`src/rtl/ser_out_pkg.sv`:
```
// Package: shared state encoding for the serial result shifter.
// Assumes: nothing beyond IEEE 1800-2017.
package ser_out_pkg;

    // Shifter states: presenting live busy flag, shifting a frame, frame exhausted.
    typedef enum logic [1:0] {
        SH_LIVE  = 2'd0,
        SH_SHIFT = 2'd1,
        SH_DONE  = 2'd2
    } sh_state_e;

    // Number of status bits that lead every frame.
    localparam int STATUS_BITS = 3;

endpackage

```
`src/rtl/conv_engine.sv`:
```
// Module: conv_engine
// Stand-in conversion engine. A conversion runs for CONV_CYCLES clocks after
// reset or after a restart pulse. On completion, the engine captures the sign,
// code and sub-LSB inputs, drops busy, and then sleeps until the next restart.
// Assumes: restart is a single-cycle pulse synchronous to clk; CONV_CYCLES >= 1.
module conv_engine #(
    parameter int RES_W       = 24,
    parameter int SUB_W       = 5,
    parameter int CONV_CYCLES = 20
) (
    input  logic             clk,
    input  logic             rst_n,
    input  logic             restart,
    input  logic             in_sign,
    input  logic [RES_W-1:0] in_code,
    input  logic [SUB_W-1:0] in_sub,
    output logic             busy,
    output logic             res_sign,
    output logic [RES_W-1:0] res_code,
    output logic [SUB_W-1:0] res_sub
);
    localparam int CNT_W = $clog2(CONV_CYCLES + 1);
    localparam logic [CNT_W-1:0] LAST = CNT_W'(CONV_CYCLES - 1);

    logic [CNT_W-1:0] cnt_q;

    // Conversion timer: restart has priority; count while busy, finish at LAST.
    always_ff @(posedge clk) begin
        if (!rst_n) begin
            busy  <= 1'b1;
            cnt_q <= '0;
        end else if (restart) begin
            busy  <= 1'b1;
            cnt_q <= '0;
        end else if (busy) begin
            if (cnt_q == LAST) begin
                busy <= 1'b0;
            end else begin
                cnt_q <= cnt_q + 1'b1;
            end
        end
    end

    // Result capture: take the inputs in the cycle the conversion completes.
    always_ff @(posedge clk) begin
        if (!rst_n) begin
            res_sign <= 1'b0;
            res_code <= '0;
            res_sub  <= '0;
        end else if (!restart && busy && cnt_q == LAST) begin
            res_sign <= in_sign;
            res_code <= in_code;
            res_sub  <= in_sub;
        end
    end

endmodule

```
`src/rtl/sck_fall_det.sv`:
```
// Module: sck_fall_det
// Detects falling edges of the host serial clock, sampled on clk. SYNC_STAGES
// selects the variant: 0 uses sck directly (host synchronous to clk), and
// N > 0 inserts an N-flop synchroniser first, which adds N cycles of latency.
// Assumes: sck high and low phases each last at least one clk cycle.
module sck_fall_det #(
    parameter int SYNC_STAGES = 0
) (
    input  logic clk,
    input  logic rst_n,
    input  logic sck,
    output logic fall
);
    logic sck_s;
    logic sck_q;

    generate
        if (SYNC_STAGES == 0) begin : g_direct
            assign sck_s = sck;
        end else begin : g_sync
            logic [SYNC_STAGES-1:0] chain_q;
            // Synchroniser chain: shift sck through SYNC_STAGES flops.
            always_ff @(posedge clk) begin
                if (!rst_n) begin
                    chain_q <= '0;
                end else begin
                    chain_q <= {chain_q[SYNC_STAGES-2+1-1:0], sck} >> 0;
                end
            end
            assign sck_s = chain_q[SYNC_STAGES-1];
        end
    endgenerate

    // Previous-sample register for edge detection.
    always_ff @(posedge clk) begin
        if (!rst_n) begin
            sck_q <= 1'b0;
        end else begin
            sck_q <= sck_s;
        end
    end

    assign fall = sck_q & ~sck_s;

endmodule

```
`src/rtl/frame_shifter.sv`:
```
// Module: frame_shifter
// Output shift register and its control. While selected with no frame latched,
// it presents the live busy flag. It latches the frame once a result is ready,
// advances one bit per sck fall, and rests high after the last bit. A cs_n rise
// after a latch requests a new conversion.
// Assumes: cs_n synchronous to clk; frame_in is stable whenever busy is low.
module frame_shifter
    import ser_out_pkg::*;
#(
    parameter int FRAME_W = 32
) (
    input  logic               clk,
    input  logic               rst_n,
    input  logic               cs_n,
    input  logic               sck_fall,
    input  logic               busy,
    input  logic [FRAME_W-1:0] frame_in,
    output logic               sdo,
    output logic               restart,
    output sh_state_e          state,
    output logic [$clog2(FRAME_W)-1:0] bit_cnt
);
    localparam int CNT_W = $clog2(FRAME_W);
    localparam logic [CNT_W-1:0] LAST = CNT_W'(FRAME_W - 1);

    sh_state_e          state_q;
    logic [FRAME_W-1:0] sreg_q;
    logic [CNT_W-1:0]   cnt_q;

    // Abort or completion: deselect after a frame has been latched.
    assign restart = (state_q != SH_LIVE) && cs_n;

    // State, shift register and fall counter update.
    always_ff @(posedge clk) begin
        if (!rst_n) begin
            state_q <= SH_LIVE;
            sreg_q  <= '0;
            cnt_q   <= '0;
        end else begin
            case (state_q)
                SH_LIVE: begin
                    if (!cs_n && !busy) begin
                        state_q <= SH_SHIFT;
                        sreg_q  <= frame_in;
                        cnt_q   <= '0;
                    end
                end
                SH_SHIFT: begin
                    if (cs_n) begin
                        state_q <= SH_LIVE;
                    end else if (sck_fall) begin
                        if (cnt_q == LAST) begin
                            state_q <= SH_DONE;
                        end else begin
                            cnt_q  <= cnt_q + 1'b1;
                            sreg_q <= {sreg_q[FRAME_W-2:0], 1'b0};
                        end
                    end
                end
                SH_DONE: begin
                    if (cs_n) begin
                        state_q <= SH_LIVE;
                    end
                end
                default: state_q <= SH_LIVE;
            endcase
        end
    end

    // Output select: live busy flag, current frame bit, or idle-high after the frame.
    always_comb begin
        case (state_q)
            SH_SHIFT: sdo = sreg_q[FRAME_W-1];
            SH_DONE:  sdo = 1'b1;
            default:  sdo = busy;
        endcase
    end

    assign state   = state_q;
    assign bit_cnt = cnt_q;

endmodule

```
`src/rtl/ser_result_out.sv`:
```
// Module: ser_result_out (top)
// Serial result output stage. It joins the stand-in conversion engine, the
// serial-clock edge detector and the frame shifter. It builds the frame as
// {EOC=0, dummy=0, sign, code, sub} and drives the output enable from chip-select.
// Assumes: cs_n and sck synchronous to clk.
module ser_result_out
    import ser_out_pkg::*;
#(
    parameter int RES_W       = 24,
    parameter int SUB_W       = 5,
    parameter int CONV_CYCLES = 20,
    parameter int SYNC_STAGES = 0
) (
    input  logic             clk,
    input  logic             rst_n,
    input  logic             cs_n,
    input  logic             sck,
    input  logic             in_sign,
    input  logic [RES_W-1:0] in_code,
    input  logic [SUB_W-1:0] in_sub,
    output logic             sdo,
    output logic             sdo_oe
);
    localparam int FRAME_W = STATUS_BITS + RES_W + SUB_W;
    localparam int CNT_W   = $clog2(FRAME_W);

    logic               conv_busy;
    logic               conv_restart;
    logic               res_sign;
    logic [RES_W-1:0]   res_code;
    logic [SUB_W-1:0]   res_sub;
    logic               sck_fall;
    logic [FRAME_W-1:0] frame;
    sh_state_e          sh_state;
    logic [CNT_W-1:0]   sh_cnt;

    conv_engine #(
        .RES_W      (RES_W),
        .SUB_W      (SUB_W),
        .CONV_CYCLES(CONV_CYCLES)
    ) u_conv (
        .clk     (clk),
        .rst_n   (rst_n),
        .restart (conv_restart),
        .in_sign (in_sign),
        .in_code (in_code),
        .in_sub  (in_sub),
        .busy    (conv_busy),
        .res_sign(res_sign),
        .res_code(res_code),
        .res_sub (res_sub)
    );

    sck_fall_det #(
        .SYNC_STAGES(SYNC_STAGES)
    ) u_edge (
        .clk  (clk),
        .rst_n(rst_n),
        .sck  (sck),
        .fall (sck_fall)
    );

    // Frame assembly: end-of-conversion low, dummy low, then the captured result.
    assign frame = {1'b0, 1'b0, res_sign, res_code, res_sub};

    frame_shifter #(
        .FRAME_W(FRAME_W)
    ) u_shift (
        .clk     (clk),
        .rst_n   (rst_n),
        .cs_n    (cs_n),
        .sck_fall(sck_fall),
        .busy    (conv_busy),
        .frame_in(frame),
        .sdo     (sdo),
        .restart (conv_restart),
        .state   (sh_state),
        .bit_cnt (sh_cnt)
    );

    assign sdo_oe = ~cs_n;

endmodule

```
`config.mk`:
```
export PLATFORM = sky130hd
export DESIGN_NAME = ser_result_out
export DESIGN_NICKNAME = d
export VERILOG_FILES = /design/src/rtl/ser_out_pkg.sv /design/src/rtl/conv_engine.sv /design/src/rtl/sck_fall_det.sv /design/src/rtl/frame_shifter.sv /design/src/rtl/ser_result_out.sv
export SDC_FILE = /design/constraint.sdc
export NUM_CORES = 1
export LEC_CHECK = 0
export BUFFER_PORTS_ARGS = -buffer_cell sky130_fd_sc_hd__buf_2
export CAP_MARGIN = 40
export CORE_MARGIN = 4
export CORE_UTILIZATION = 45
export CTS_CLUSTER_DIAMETER = 120
export DETAILED_ROUTE_END_ITERATION = 16
export PLACE_DENSITY = 0.7
export RECOVER_POWER = 25
export SLEW_MARGIN = 20
export SYNTH_ARGS = -nofsm -noshare
export SYNTH_HDL_FRONTEND = slang
export SYNTH_HIERARCHICAL = 1
export SYNTH_SLANG_ARGS = --single-unit
```
`constraint.sdc`:
```
create_clock -name clk -period 4.2 [get_ports clk]
set_clock_uncertainty 0.1 [all_clocks]
set_input_delay 0.63 -clock clk [delete_from_list [all_inputs] [get_ports clk]]
set_output_delay 0.63 -clock clk [all_outputs]
set_load 0.05 [all_outputs]
```
# After elaboration in Yosys (flattened, before gate mapping)
# Index checks and enable logic that the tools add are counted.
dict set report totals {
  ff_bits 76
  latchBits 0
  ramBits 0
  romBits 0
  in_bits 34
  out_inout_bits 2
  memories 0
}
dict set report classes {
  n_addsub 2
  multipliers 0
  div_mod_pow 0
  n_lt_le_gt_ge 0
  eq_ne 11
  shift 0
  muxes 19
  n_bitwise 5
  n_reduce_logical 14
}
# cell n
set op_table {}
lappend op_table {{$mux 32} 4}
lappend op_table {{$pmux 32 s2} 1}
lappend op_table {{$mux 5} 4}
lappend op_table {{$add 5x1->5 const B} 2}
lappend op_table {{$eq 5x5->1 const B} 2}
lappend op_table {{$mux 2} 5}
lappend op_table {{$pmux 5 s2} 1}
lappend op_table {{$ne 2x2->1 const B} 4}
lappend op_table {{$pmux 2 s3} 1}
lappend op_table {{$reduce_and 5->1} 1}
lappend op_table {{$logic_and 1x1->1} 4}
lappend op_table {{$not 1->1} 4}
lappend op_table {{$reduce_and 4->1} 1}
lappend op_table {{$reduce_bool 2->1} 2}
lappend op_table {{$logic_not 1->1} 3}
lappend op_table {{$ne 3x2->1 const B} 1}
lappend op_table {{$ne 3x3->1 const B} 1}
lappend op_table {{$eq 2x1->1 const B} 1}
lappend op_table {{$eq 2x2->1 const B} 1}
lappend op_table {{$logic_not 2->1} 1}
lappend op_table {{$mux 1} 2}
lappend op_table {{$ne 2x1->1 const B} 1}
lappend op_table {{$pmux 1 s2} 1}
lappend op_table {{$reduce_and 2->1} 1}
lappend op_table {{other kinds (2)} 2}

# Longest topological paths before layout
dict set report logic_depth {
  word_depth 5
  depth_mapped 9
  depth_no_buf 6
}

# Hierarchy
# Netlist, hierarchy kept.
# module n_inst cells_per_inst area_per_inst_um2 seq_area_each_um2
set modules_own_cells {}
lappend modules_own_cells {frame_shifter 1 207 2124.5 780.7}
lappend modules_own_cells {conv_engine 1 161 1491.4 720.7}
lappend modules_own_cells {sck_fall_det 1 3 36.3 20.0}
lappend modules_own_cells {ser_result_out 1 2 7.5 0.0}

# Least setup slack after synthesis
# No wires, ideal clock.
dict set report synth_timing {
  kind {flip-flop to output port}
  startpoint {register u_shift.state_q[1] (netlist: u_shift/state[1])}
  endpoint {output port sdo}
  t_arrival_ns 1.851
  path_slack_ns 1.619
  path_stages_with_launch 7
  path_buffers 2
  cell_sequence {dfxtp_1 > inv_1 > ha_1 > buf_2 > clkbuf_1 > a21oi_1 > a21oi_1}
}
dict set report synth_via {
  elab_chain_len 2
  elab_cells_between_ends 3
  classes_between {eq/ne (2); mux (1)}
}
# element line_no
set synth_lines {}
lappend synth_lines {{start: declaration} frame_shifter.sv:26} ;# sh_state_e state_q;
lappend synth_lines {{start signal: assignment} frame_shifter.sv:36} ;# state_q <= SH_LIVE;
lappend synth_lines {{start signal: assignment} frame_shifter.sv:43} ;# state_q <= SH_SHIFT;
lappend synth_lines {{start signal: assignment} frame_shifter.sv:50} ;# state_q <= SH_LIVE;
lappend synth_lines {{$eq 2x2->1 / $eq 2x1->1 (equally long branches)} frame_shifter.sv:72} ;# case (state_q)
lappend synth_lines {{$pmux 1 s2 *} frame_shifter.sv:72}
lappend synth_lines {{end: declaration} ser_result_out.sv:21} ;# output logic sdo,
# Mark *: on every way between the ends. The rest lies on a longest branch, timed or not.

# Final worst setup path
dict set report layout_timing {
  startpoint {register u_shift.state_q[0] (netlist: u_shift/state[0])}
  endpoint {register u_conv.res_code[8]}
}
dict set report layout_via {
  elab_chain_len 5
}
# element line_no
set layout_lines {}
lappend layout_lines {{$reduce_bool 2->1} frame_shifter.sv:31} ;# assign restart = (state_q != SH_LIVE) && cs_n;
lappend layout_lines {{$logic_and 1x1->1} frame_shifter.sv:31}
lappend layout_lines {{net conv_restart} ser_result_out.sv:28} ;# logic conv_restart;
lappend layout_lines {{$logic_not 1->1} conv_engine.sv:50} ;# end else if (!restart && busy && cnt_q == LAST) begin
lappend layout_lines {{$logic_and 1x1->1 (2 in a row)} conv_engine.sv:50}
lappend layout_lines {{end signal: assignment} conv_engine.sv:52} ;# res_code <= in_code;
lappend layout_lines {{end: declaration} conv_engine.sv:19} ;# output logic [RES_W-1:0] res_code,
# The timed path passes the listed nets, and every way through them passes these cells.
# A chain may end at the register's enable or synchronous reset.

==> run metrics <==
nets=~430; Die Wd=98.2 um; core area=7810 um2; drt via density=5.40; # hold bufs at CTS=0; post-CTS setup buffer count=0; Area growth, synth to finish=9.64%; part of the Yosys area used for sequential elements=between 40 and 50%; synth unique cells=36; vias in the first global route=about 2,600; Starting Density=between 40% and 50%; HPWL after DPL=4190 um; layout cells sized above 1=16.1%; failing checks=max-capacitance violations, max-slew violations; clk slew on worst S/H paths=0.08 ns; post-layout min period=3.16 ns; Final Hold Fails=0; Worst IR Drop VDD=0.242 mV; PwrDens=336 nW/um2; Routed Antenna Nets=0; Lkg Pwr=1.75 nW; clock share of power=~41%; die area=9640 um2; crit path max fanout=30; routed via count=2,697; Hold WC Path Type=register to register; WL final=6870 um; Worst Tran Pin Value=2.16 ns; RSZ-0062 raised after global routing=false; H-tree lvl count=3; total gr overflow=0; most frequent cells in the layout=nand2_1 (76), dfxtp_1 (76), mux2i_1 (67); CP Data Required Time=about 4.3 ns; Peak Freq=about 320 MHz; final setup fails=0; pre-CTS setup slack=1.35 ns; status=finished, violations left; starting DRC count in detailed routing=166; routed len/inst=around 14 um; relative slew slack=-44.1%; Core Rows=32; Setup Crit Path Kind=register to register; fin area=4010 um2; latest clock arrival within the worst-skew pair=0.35 ns; Critical Path AT=3.21 ns; Cell Area, Placed=3830 um2; Final Slew Violations=31; number of fill cells=720; I/O pins=36; Bufs on Longest Clock Path=2; CTS Buf Count=9; register-to-register setup slack=1.04 ns; Antenna diodes=0; Reg power frac=54.2%; CTS tree=yes; initial antenna violation count=0; GPL Wtd Cong=0.710; input/output buffers=35; Yosys warning count=6; fin crit share=75.2%; Switching Share=22.5%; CTS resizes=0; die height=98.2 um; mean post-synth cell area=a little under 10 um2; Netlist Area Pre-Place=~3700 um2; Internal Power=1.04 mW; critical path capture point type=register; max-cap violations=1; Residual DRC=0; Pre-antenna DRT Iters=4; clk sinks=76; first-pass GRT wire length=11,900 um; Root Driver=clkbuf_8; flops & latches, synth=76; largest net degree at the start of global routing=73; Psw=0.303 mW; share of total power in combinational logic=5.2%; TNS Setup=0 ns; Startpoint Class=register; synthesized netlist cell count=approximately 370; PnR worst setup slack=between 1 and 1.5 ns; GRT Total Usage=14.8%
-- synthesized netlist by cell type --
cell,count,area [um2]
nand3_1,3,15.0
or3b_2,1,8.76
ha_1,7,87.6
nand4bb_1,1,11.3
mux2i_1,67,671
nor2_1,4,15.0
o211a_1,31,310
nand4b_1,1,8.76
a211o_2,1,10.0
and3_1,2,12.5
o22ai_1,1,6.26
o21a_1,1,7.51
nand2b_1,3,18.8
and2_2,1,7.51
nor2b_1,4,25.0
o31a_1,1,8.76
nand3b_1,3,22.5
nand4_1,4,25.0
o221ai_2,2,30.0
o211ai_1,31,233
and2b_2,1,8.76
a21oi_1,4,20.0
dfxtp_1,76,1520
buf_4,1,7.51
xor2_1,2,17.5
conb_1,1,3.75
and3b_1,2,17.5
clkbuf_1,23,86.3
buf_8,3,45.0
nor4_4,1,21.3
nand2_2,1,6.26
buf_6,4,45.0
buf_2,4,20.0
inv_1,4,15.0
o21ai_0,1,5.00
nand2_1,76,285
-- stage by stage --
stage | total power [mW] | utilization (%) | hold slack, ns | std cells
finish | 1.35 | 51.4 | 0.362 | 499
global route | 1.41 | 51.4 | 0.379 | 499
CTS | 1.37 | 51.5 | 0.363 | 499
detailed placement | 0.817 | 49.0 | 0.350 | 483
global placement | 0.816 | 49.0 | 0.345 | 483
floorplan | 0.793 | - | 0.334 | 374
-- logic make-up after synthesis --
kind of cell	share of synthesized area [%]
fa+ha+maj	2.39
compound gates	17.2
mux	18.3
simple gates	13.9
xor+xnor	0.479
other cells	0.102
buf+inv	5.98
flops	41.6
-- state kept, by name (all words and copies together) (netlist names) --
register         cells
u_shift/sreg_q      32
u_conv/res_code     24
u_conv/cnt_q         5
u_conv/res_sub       5
u_shift/bit_cnt      5
u_shift/state        2
u_conv/busy          1
u_conv/res_sign      1
u_edge/sck_q         1
-- area by class of cell --
| class | count | area (um2) | share of cell area (%) |
|---|---|---|---|
| inverters | 4 | 15.0 | 0.374 |
| multi-input cells | 259 | 1930 | 48.1 |
| well taps | 102 | 128 | 3.18 |
| clock inverters | 4 | 48.8 | 1.22 |
| clock buffers | 12 | 145 | 3.62 |
| repair buffers | 42 | 225 | 5.61 |
| flip-flops and latches | 76 | 1520 | 37.9 |
-- critical path, cell delays in order, from the launching register on --
cell	delay, ns
dfxtp_1	0.34
inv_1	0.11
ha_1	0.24
nor2b_1	0.12
nor4_4	0.26
clkbuf_1	1.57
mux2i_1	0.20
-- per-layer routing --
layer | part of all wire, % | vias to the layer above | track usage, % | routed length, um
met4 | 1.6 | 0 | 5.99 | 113
met3 | 3.7 | 11 | 4.07 | 254
met5 | 0 | - | 0 | 0
met1 | 50 | 1282 | 19.2 | 3430
li1 | - | 1371 | - | -
met2 | 45 | 33 | 23.4 | 3070
-- worst paths after layout --
| kind | startpoint | depth (start not counted) | endpoint |
|---|---|---|---|
| min | u_conv/res_code[15] | 2 | u_conv/res_code[15] |
| min reg2reg | u_conv/res_code[15] | 2 | u_conv/res_code[15] |
| max | u_shift/state[0] | 6 | u_conv/res_code[8] |
| max reg2reg | u_shift/state[0] | 6 | u_conv/res_code[8] |
-- power by group through the flow --
| stage | registers, mW | logic [mW] | clock network, mW |
|---|---|---|---|
| 2_1_floorplan | 0.746 | 0.0472 | 0 |
| 3_3_place_gp | 0.747 | 0.0691 | 0 |
| 3_5_place_dp | 0.747 | 0.0706 | 0 |
| 4_1_cts | 0.730 | 0.0708 | 0.566 |
| 5_1_grt | 0.731 | 0.0791 | 0.598 |
| 6_report | 0.730 | 0.0699 | 0.547 |
Power figures use the tool's default switching activity.
